--- config.mk ---
export PLATFORM = sky130hd
export DESIGN_NAME = nibble_irq_timer
export DESIGN_NICKNAME = d
export VERILOG_FILES = /design/src/rtl/nibble_irq_timer.sv
export SDC_FILE = /design/constraint.sdc
export NUM_CORES = 1
export LEC_CHECK = 0
export ABC_AREA = 1
export BUFFER_PORTS_ARGS = -buffer_cell sky130_fd_sc_hd__buf_4
export CAP_MARGIN = 20
export CORE_MARGIN = 2
export CORE_UTILIZATION = 45
export DETAILED_ROUTE_END_ITERATION = 6
export PLACE_DENSITY_LB_ADDON = 0.08
export SYNTH_ARGS = -nofsm -noshare
export SYNTH_HDL_FRONTEND = slang
export SYNTH_SLANG_ARGS = --single-unit
--- constraint.sdc ---
create_clock -name clk -period 1.7 [get_ports clk]
set_input_delay 0.34 -clock clk [delete_from_list [all_inputs] [get_ports clk]]
set_output_delay 0.34 -clock clk [all_outputs]
set_load 0.005 [all_outputs]
--- src/rtl/nibble_irq_timer.sv ---
module nibble_irq_timer (
  input  logic       clk,
  input  logic       rst,
  input  logic       cyc_en,
  input  logic       wr_sel,
  input  logic [1:0] wr_addr,
  input  logic [7:0] wr_data,
  output logic       irq
);

  logic       mode, pend;
  logic [6:0] presc;
  logic [3:0] lo, hi;

  wire wr_stop = wr_sel && (wr_addr == 2'd0);
  wire wr_ack  = wr_sel && (wr_addr == 2'd1);
  wire wr_run  = wr_sel && (wr_addr == 2'd2);

  wire [6:0] presc_nx = pend ? 7'd0 : presc + 7'd1;
  wire       step     = cyc_en && mode && !presc[6] && presc_nx[6];

  wire [3:0] lo_nx = lo + 4'd1;
  wire       carry = (lo_nx == 4'hF);
  wire [3:0] hi_nx = hi + {3'd0, carry};
  wire       hit   = carry && (hi_nx == 4'hF);

  always_ff @(posedge clk) begin
    if (rst) begin
      mode  <= 1'b0;
      pend  <= 1'b0;
      presc <= '0;
      lo    <= '0;
      hi    <= '0;
    end else begin
      if (cyc_en) presc <= presc_nx;

      if (wr_stop)     mode <= 1'b0;
      else if (wr_run) mode <= 1'b1;

      if (wr_ack)          pend <= 1'b0;
      else if (step && hit) pend <= 1'b1;

      if (wr_ack && !mode) begin
        lo <= wr_data[3:0];
        hi <= wr_data[7:4];
      end else if (step) begin
        lo <= lo_nx;
        hi <= hi_nx;
      end
    end
  end

  assign irq = pend;

endmodule


Word level (Yosys, flattened, before mapping)
Index checks and enable logic that the tools add are counted.

Flip-flop bits (word level): 17. Input port bits: 14. Output and inout bits: 1. Logic and storage cells: 32.

Add/sub/neg operators: 3. Equal/unequal tests: 4. Muxes and demuxes: 5. Reductions and logical operators: 15.

Operator list (count): 4-bit 2-to-1 mux (4); 1-bit logical AND (9); 4-bit equality test (second input constant) (2); 7-bit by 1-bit adder with 7-bit output (second input constant) (1); 7-bit 2-to-1 mux (1); 4-bit by 1-bit adder with 4-bit output (1); 4-bit by 1-bit adder with 4-bit output (second input constant) (1); 2-bit OR reduction (2); 2-bit by 1-bit equality test with 1-bit output (second input constant) (1); 2-bit equality test (second input constant) (1); 1-bit logical NOT (2); 2-bit logical NOT (1); 2-bit nonzero test (1).

Logic depth before layout (Yosys ltp)
Gate-level depths: netlist (run 1).

Depth in word-level cells: 6. Gate-level depth with buffers: 17. Gate-level depth less buffers: 17.

Worst setup path before layout (run 1)
OpenSTA, ideal clock, no wires.

Path type: register to register. From: reg lo[0]. To: reg pend, in the netlist irq. Setup time: 70 ps. Arrival time: 1692 ps. Required time: 1630 ps. Slack: -62 ps. Stages on the path, launching flop included: 16. Buffers on the path: 0. Clock period less this slack: 1762 ps. Cells stage by stage: dfxtp_1 ha_1 inv_1 nand2_1 nand2_1 nor2_1 nand2_1 inv_1 ha_1 ha_1 nand2_1 nor2_1 nand2_1 nor2_1 nand2_1 a21oi_1.

Cells in the longest elaborated chain, start to end: 6.

Ends and longest elaborated chain: from (decl) (RTL line 13) `logic [3:0] lo, hi;`; from (signal assigned) (RTL line 44) `lo <= wr_data[3:0];`; from (signal assigned) (RTL line 47) `lo <= lo_nx;`; 4-bit by 1-bit adder with 4-bit output (*) (RTL line 22) `wire [3:0] lo_nx = lo + 4'd1;`; 4-bit equality test (*) (RTL line 23) `wire carry = (lo_nx == 4'hF);`; 4-bit by 1-bit adder with 4-bit output (RTL line 24) `wire [3:0] hi_nx = hi + {3'd0, carry};`; 4-bit equality test (RTL line 25) `wire hit = carry && (hi_nx == 4'hF);`; 1-bit logical AND (*) (RTL line 25); 1-bit logical AND (*) (RTL line 41) `else if (step && hit) pend <= 1'b1;`; to (signal assigned) (RTL line 30) `pend <= 1'b0;`; to (signal assigned) (RTL line 40) `if (wr_ack) pend <= 1'b0;`; to (signal assigned) (RTL line 41); to (decl) (RTL line 11) `logic mode, pend;`.

Mark *: on every way between the ends. The rest lies on a longest branch, timed or not. A chain may end at the register's enable or synchronous reset.

Final worst setup path (run 1)
From: reg lo[1]. To: reg pend, in the netlist irq.

The elaborated chain is that of the path after synthesis.

==> impl_metrics.tcl, run 1 <==
set metrics [dict create \
    p_leak_nw 0.5836 \
    grt_setup_unrepaired "true" \
    dp_hpwl_um 1625 \
    ys_ff_latch 17 \
    yosys.cell_types.count 23 \
    critical_path.startpoint "lo[1]$_SDFFE_PP0P_" \
    nets 199 \
    power.internal_w 0.0005562 \
    drtIter0Drc 12 \
    clkTransAtPathRegs_ps 110 \
    rows 17 \
    num_vias 991 \
    wirelength_um 2265 \
    fillCellCount 213 \
    core-area_um2 2170 \
    cp_cell_sequence "buf_6 > ha_4 > inv_1 > nor2_1 > nand2_1 > inv_2 > ha_4 > ha_4 > nand2_1 > nor2_1 > nand2_1 > nor2_1 > nand2_1 > a21oi_2" \
    dieArea_um2 2663 \
    vdd_drop_max_mv 0.3647 \
    timing.final.crit_period_ps 1778 \
    end_kind "flip-flop" \
    overflow 0 \
    netSwitchingPower_w 0.0002205 \
    finalNonFillerCells 207 \
    grt_max_degree 16 \
    place_ws_ps -102.7 \
    seqPwrFrac_pct 54.9 \
    worstPathArrival_ps 2020 \
    crit_type "reg2reg" \
    fin_crit_sh_pct 104.6 \
    start_util_pct 47.00 \
    first_global_vias 906 \
    hold_class "in2reg" \
    setup_viol 1 \
    wl_per_cell_um 10.94 \
    worst_pin_slew_ps 325.8 \
    grt_util_all_layers_pct 18.70 \
    syn_inst 158 \
    drc 0 \
    ff2ff_path_depth 14 \
    crit_family "adder cells" \
    yosysWarnings 0 \
    clock-root-buffer "clkbuf_4" \
    power_frac_comb_pct 15.4 \
    ff2ff_setup_slack_ps -80 \
    slowest_delay_ps 360 \
    synth_area_per_cell_um2 6.454 \
    cts.path.max_buffers 2 \
    critPathMostFrequentCell "nand2_1" \
    crit_required_ps 1940 \
    crit_path_end "irq$_SDFFE_PP0P_" \
    syn_nets 177 \
    drive_above_1_share_pct 25.70 \
    area_delta_synth_final_pct 27.12 \
    n_antenna_cell 0 \
    grt_pass1_wl_um 3753 \
    fin_ws_ps -77.74 \
    cts.sinks 17 \
    io-pin-count 15 \
    r2r_end "irq$_SDFFE_PP0P_" \
    dp.cells 203 \
    drtPass1Iterations 4 \
    final_common_cell "nand2_1" \
    fmax_ghz 0.5625 \
    cts-htree-levels 1 \
    ys_seq_area_share_pct 33.37 \
    drv_slew 0 \
    status "complete, but fails checks" \
    power_density_nw_per_um2 599.2 \
    cp_max_fo 4 \
    gp_congestion 0.7815 \
    crit_cells 14 \
    clock_latency_ps 290 \
    hold_viol_final 0 \
    cp.buffers_inverters 3 \
    port_buffers 14 \
    ant_nets 0 \
    crit_path_start_kind "flip-flop" \
    fin_skew_ps 2.477 \
    violations "negative setup slack" \
    pwr-share-clk_pct 29.7 \
    reg2reg_from "lo[1]$_SDFFE_PP0P_" \
    synth.cell_area_um2 1020 \
    layout_common_cells "45 x nand2_1, 22 x nor2_1, 18 x inv_1" \
    slowest_stage "dfxtp_2" \
    slew-limit-headroom_pct 78.26 \
    vias_per_cell 4.787 \
    cts_tree "built" \
    cap_violations 0 \
    antenna_found_initial 0 \
    numCtsBuffers 3 \
    die_width_um 51.61 \
    swShare_pct 28.39 \
    die_h_um 51.61 \
]
[Yosys cell counts (all sizes together)]
| library cell | number | area [µm²] |
|---|---|---|
| dfxtp | 17 | 340.3 |
| buf | 2 | 12.51 |
| nand3b | 1 | 7.510 |
| nor3b | 1 | 7.510 |
| nand4 | 3 | 33.78 |
| a21oi | 7 | 35.03 |
| o21bai | 1 | 7.510 |
| inv | 22 | 82.58 |
| nor3 | 3 | 15.01 |
| nand2 | 52 | 207.7 |
| xor2 | 1 | 8.760 |
| ha | 5 | 62.56 |
| nand3 | 10 | 55.05 |
| a31oi | 1 | 6.260 |
| o21ai | 8 | 40.04 |
| nor2 | 24 | 97.59 |
[final cells by class]
type	count	area (µm²)	area share, %
clock buffers	3	22.52	1.737
inverters	22	82.58	6.371
clock inverters	1	5.005	0.3861
flip-flops and latches	17	345.3	26.64
repair buffers	19	150.1	11.58
well taps	28	35.03	2.703
multi-input cells	117	655.6	50.58
[sequential cells by signal (all words and copies together) (netlist names)]
name,cells
irq,1
hi,4
presc,7
mode,1
lo,4
[worst reg2reg max path: cells and delay by family, from the launching register on]
| family | cells | cell delay [ps] |
|---|---|---|
| compound gates | 1 | 100 |
| flops | 1 | 360 |
| simple gates | 7 | 460 |
| buf+inv | 3 | 220 |
| fa+ha+maj | 3 | 580 |
[through the flow]
step                      hold slack (ps)  utilization [%]  area, µm²  TNS, ps   power, W
after global placement              478.9            55.54       1205   -83.55  0.0005435
final                               219.3            59.75       1296   -77.74  0.0007767
after floorplan                     409.1                -       1040        0  0.0005017
after CTS                           211.8            57.44       1246   -71.01  0.0007738
after global routing                201.8            59.75       1296   -501.0  0.0008248
after detailed placement            485.3            55.54       1205   -140.9  0.0005468
[worst min path at each step]
stage	start	endpoint	depth (start not counted)
2_1_floorplan	rst	hi[0]$_SDFFE_PP0P_	1
3_3_place_gp	presc[5]$_SDFFE_PP0P_	presc[5]$_SDFFE_PP0P_	1
3_5_place_dp	mode$_SDFFE_PP0P_	mode$_SDFFE_PP0P_	2
4_1_cts	rst	hi[1]$_SDFFE_PP0P_	2
5_1_grt	rst	hi[1]$_SDFFE_PP0P_	2
6_report	rst	hi[1]$_SDFFE_PP0P_	2
[power by group through the flow]
stage / sequential [W] / combinational, W / clock [W]
after floorplan: 0.000433 / 0.0000685 / 0
after CTS: 0.000426 / 0.000113 / 0.000235
final: 0.000427 / 0.000120 / 0.000230
after global routing: 0.000429 / 0.000139 / 0.000257
after detailed placement: 0.000435 / 0.000112 / 0
after global placement: 0.000434 / 0.000109 / 0
[routing by layer]
layer,part of all wire [%],vias to the layer above,track usage (%)
met5,0,-,0
met4,0.75,0,7.895
met3,3.0,2,3.448
met2,48,13,30.34
met1,48,439,24.24
li1,-,537,-
[logic make-up (layout without fill, tap and decap cells)]
group                    Yosys count  count (layout)  share of synthesized area (%)
buffers and inverters             24              45                          9.325
AND/OR/NAND/NOR                   94              94                          41.59
flip-flops                        17              17                          33.37
AO/OA/AOI/OAI                     17              17                          8.712
adder cells (fa/ha/maj)            5               5                          6.135
XOR/XNOR                           1               1                         0.8591
[timing repair]
action | 4_1_cts | 5_1_grt
hold buffers | 0 | 0
setup endpoints to repair | 3 | 4
endpoints found under the hold margin | 0 | 0
pin swaps | 1 | 9
gates cloned | 0 | 0
resized for setup | 3 | 13
buffers inserted | 0 | 0
Power figures use the tool's default switching activity.
==> inputs of run 2 (changes only) <==
Settings changed: ABC_AREA 1 to not set.
==> run 2 against run 1 <==
Net effect:
- the run still ends with negative setup slack left
- worst hold slack improved by 59 ps
- final cell count decreased by 23%
- non-clock buffer count up 3
- sequential share of layout area is 0.97 points lower
- first-iteration DRC count is 25% lower
- combinational power decreased by 8%
- clock power barely moved
==> impl_metrics.tcl, run 2 <==
set metrics [dict create \
    fin_crit_sh_pct 111.1 \
    regMostFlops "presc" \
    vias_per_cell 5.409 \
    setup_viol 3 \
    synth.cell_area_um2 1064 \
    die_width_um 52.62 \
    syn_nets 129 \
    yosys.cell_types.count 40 \
    power_frac_comb_pct 14.3 \
    rows 17 \
    synth_commonest_cells "17 x dfxtp_1, 16 x nor2_1, 6 x nand2_1, 6 x xnor2_1" \
    place_ws_ps -275.4 \
    fin_skew_ps 9.708 \
    violations "negative setup slack" \
    die_h_um 52.62 \
    synth_edf_count 0 \
    wirelength_um 2179 \
    crit_path_start_kind "flip-flop" \
    fillCellCount 200 \
    overflow 0 \
    synth-compound-area-share_pct 14.82 \
    hold_viol_final 0 \
    grt_max_degree 15 \
    final_common_cell "buf_4" \
    ys_ff_latch 17 \
    swShare_pct 27.01 \
    num_vias 860 \
    ant_nets 0 \
    drive_above_1_share_pct 41.22 \
    cp_max_fo 5 \
    hold_buffers 0 \
    dieArea_um2 2768 \
    worstPathArrival_ps 2100 \
    synth_area_leader_cell "dfxtp_1" \
    first_global_vias 858 \
    grt_util_all_layers_pct 19.51 \
    start_util_pct 47.62 \
    io-pin-count 15 \
    clock-root-buffer "clkbuf_4" \
    synth_area_leaders "dfxtp_1 32%, a211oi_2 5.9%, ha_1 5.9%" \
    dp.cells 155 \
    layout_common_cells "22 x buf_4, 16 x nor2_1, 15 x dfxtp_1" \
    clock_latency_ps 300 \
    cts.sinks 17 \
    yosysWarnings 0 \
    crit_type "reg2reg" \
    fin_util_pct 60.67 \
    hold_class "in2reg" \
    gp_congestion 0.7563 \
    status "complete, but fails checks" \
    fmax_ghz 0.5297 \
    synth_area_per_cell_um2 9.668 \
    wl_per_cell_um 13.70 \
    cts.path.max_buffers 2 \
    drtPass1Iterations 3 \
    synthFlopType "dfxtp_1" \
    synth_top_family_by_area "simple AND/OR/NAND/NOR gates" \
    drtIter0Drc 9 \
    yosys.area_share.simple_pct 28.82 \
    port_buffers 14 \
    timing.final.crit_period_ps 1888 \
    syn_inst 110 \
    top_regs "presc x7, hi x4, lo x4" \
    fin_ws_ps -188.0 \
    drv_slew 0 \
    synth_top_area_share_pct 32.00 \
    vdd_drop_max_mv 0.4375 \
    n_antenna_cell 0 \
    fin_area_um2 1355 \
    clkTransAtPathRegs_ps 110 \
    synthXorXnorAreaFrac_pct 8.235 \
    finalNonFillerCells 159 \
    netSwitchingPower_w 0.0002091 \
    nets 151 \
    power_density_nw_per_um2 571.2 \
    holdWs_ps 278.6 \
    seqPwrFrac_pct 55.7 \
    area_delta_synth_final_pct 27.41 \
    crit_required_ps 1910 \
    yosysMostFrequentCell "dfxtp_1" \
    cap_violations 0 \
    numCtsBuffers 3 \
    pwr-share-clk_pct 30.0 \
    post_dp_cell_area_um2 1281 \
    antenna_found_initial 0 \
    grt_setup_unrepaired "true" \
    p_leak_nw 0.4837 \
    ys_seq_area_share_pct 32.00 \
    dp_hpwl_um 1626 \
    async_flop_share_pct 0 \
    end_kind "flip-flop" \
    cts_tree "built" \
    slew-limit-headroom_pct 72.20 \
    power.internal_w 0.0005649 \
    drc 0 \
    worst_pin_slew_ps 417.1 \
    synthAdderAreaFrac_pct 5.882 \
    cts-htree-levels 1 \
    grt_pass1_wl_um 3788 \
    muxShareOfSynthArea_pct 3.765 \
    core-area_um2 2233 \
    largest_register_ffs 7 \
]
## run 2: cell families (layout without fill, tap and decap cells)
| family | Yosys count | in the layout |
|---|---|---|
| flops | 17 | 17 |
| xor+xnor | 10 | 10 |
| compound gates | 18 | 18 |
| simple gates | 47 | 47 |
| fa+ha+maj | 5 | 5 |
| mux | 4 | 4 |
| buf+inv | 9 | 30 |
## run 2: stage by stage
step           TNS (ps)  power (W)
2_1_floorplan    -212.2  0.0005031
3_3_place_gp     -371.2  0.0005412
3_5_place_dp     -583.0  0.0005470
4_1_cts          -574.2  0.0007830
5_1_grt          -714.7  0.0008145
6_report         -395.2  0.0007740
## run 2: critical path, stage by stage (launching register included)
cell	delay [ps]
dfxtp_4	380
inv_2	60
ha_4	130
nand2_4	50
o31ai_4	280
ha_4	200
ha_4	140
nand2b_4	120
o21ai_2	50
a22o_1	220
a31o_1	170
## run 2: power by group through the flow
stage	sequential [W]	clock (W)	combinational (W)
2_1_floorplan	0.000437	0	0.0000664
4_1_cts	0.000430	0.000243	0.000110
3_5_place_dp	0.000438	0	0.000109
3_3_place_gp	0.000437	0	0.000104
6_report	0.000431	0.000232	0.000111
5_1_grt	0.000434	0.000259	0.000122
## run 2: area by class of cell
cell class	instances	area [µm²]	share of cell area, %
flip-flops and latches	17	347.8	25.67
multi-input cells	84	765.7	56.51
repair buffers	22	165.2	12.19
well taps	28	35.03	2.585
clock buffers	4	26.28	1.939
inverters	4	15.01	1.108
## run 2: final timing paths
check | to | slack [ps] | cells after the start | from
worst max-delay path | irq$_SDFFE_PP0P_ | -190 | 10 | lo[0]$_SDFFE_PP0P_
worst min-delay path | lo[1]$_SDFFE_PP0P_ | 280 | 3 | wr_data[1]
worst max register to register | irq$_SDFFE_PP0P_ | -190 | 10 | lo[0]$_SDFFE_PP0P_
worst min register to register | presc[6]$_SDFFE_PP0P_ | 490 | 2 | presc[6]$_SDFFE_PP0P_
## run 2: repair_timing
action,CTS,global route
gates resized for setup,5,4
pin swaps,5,6
setup endpoints to repair,4,6
buffers inserted,0,0
## run 2: per-layer routing
metal	GRT usage [%]	routed length, µm
met5	0	0
met4	8.547	35
met3	6.571	96
met2	31.04	1047
met1	23.65	1000
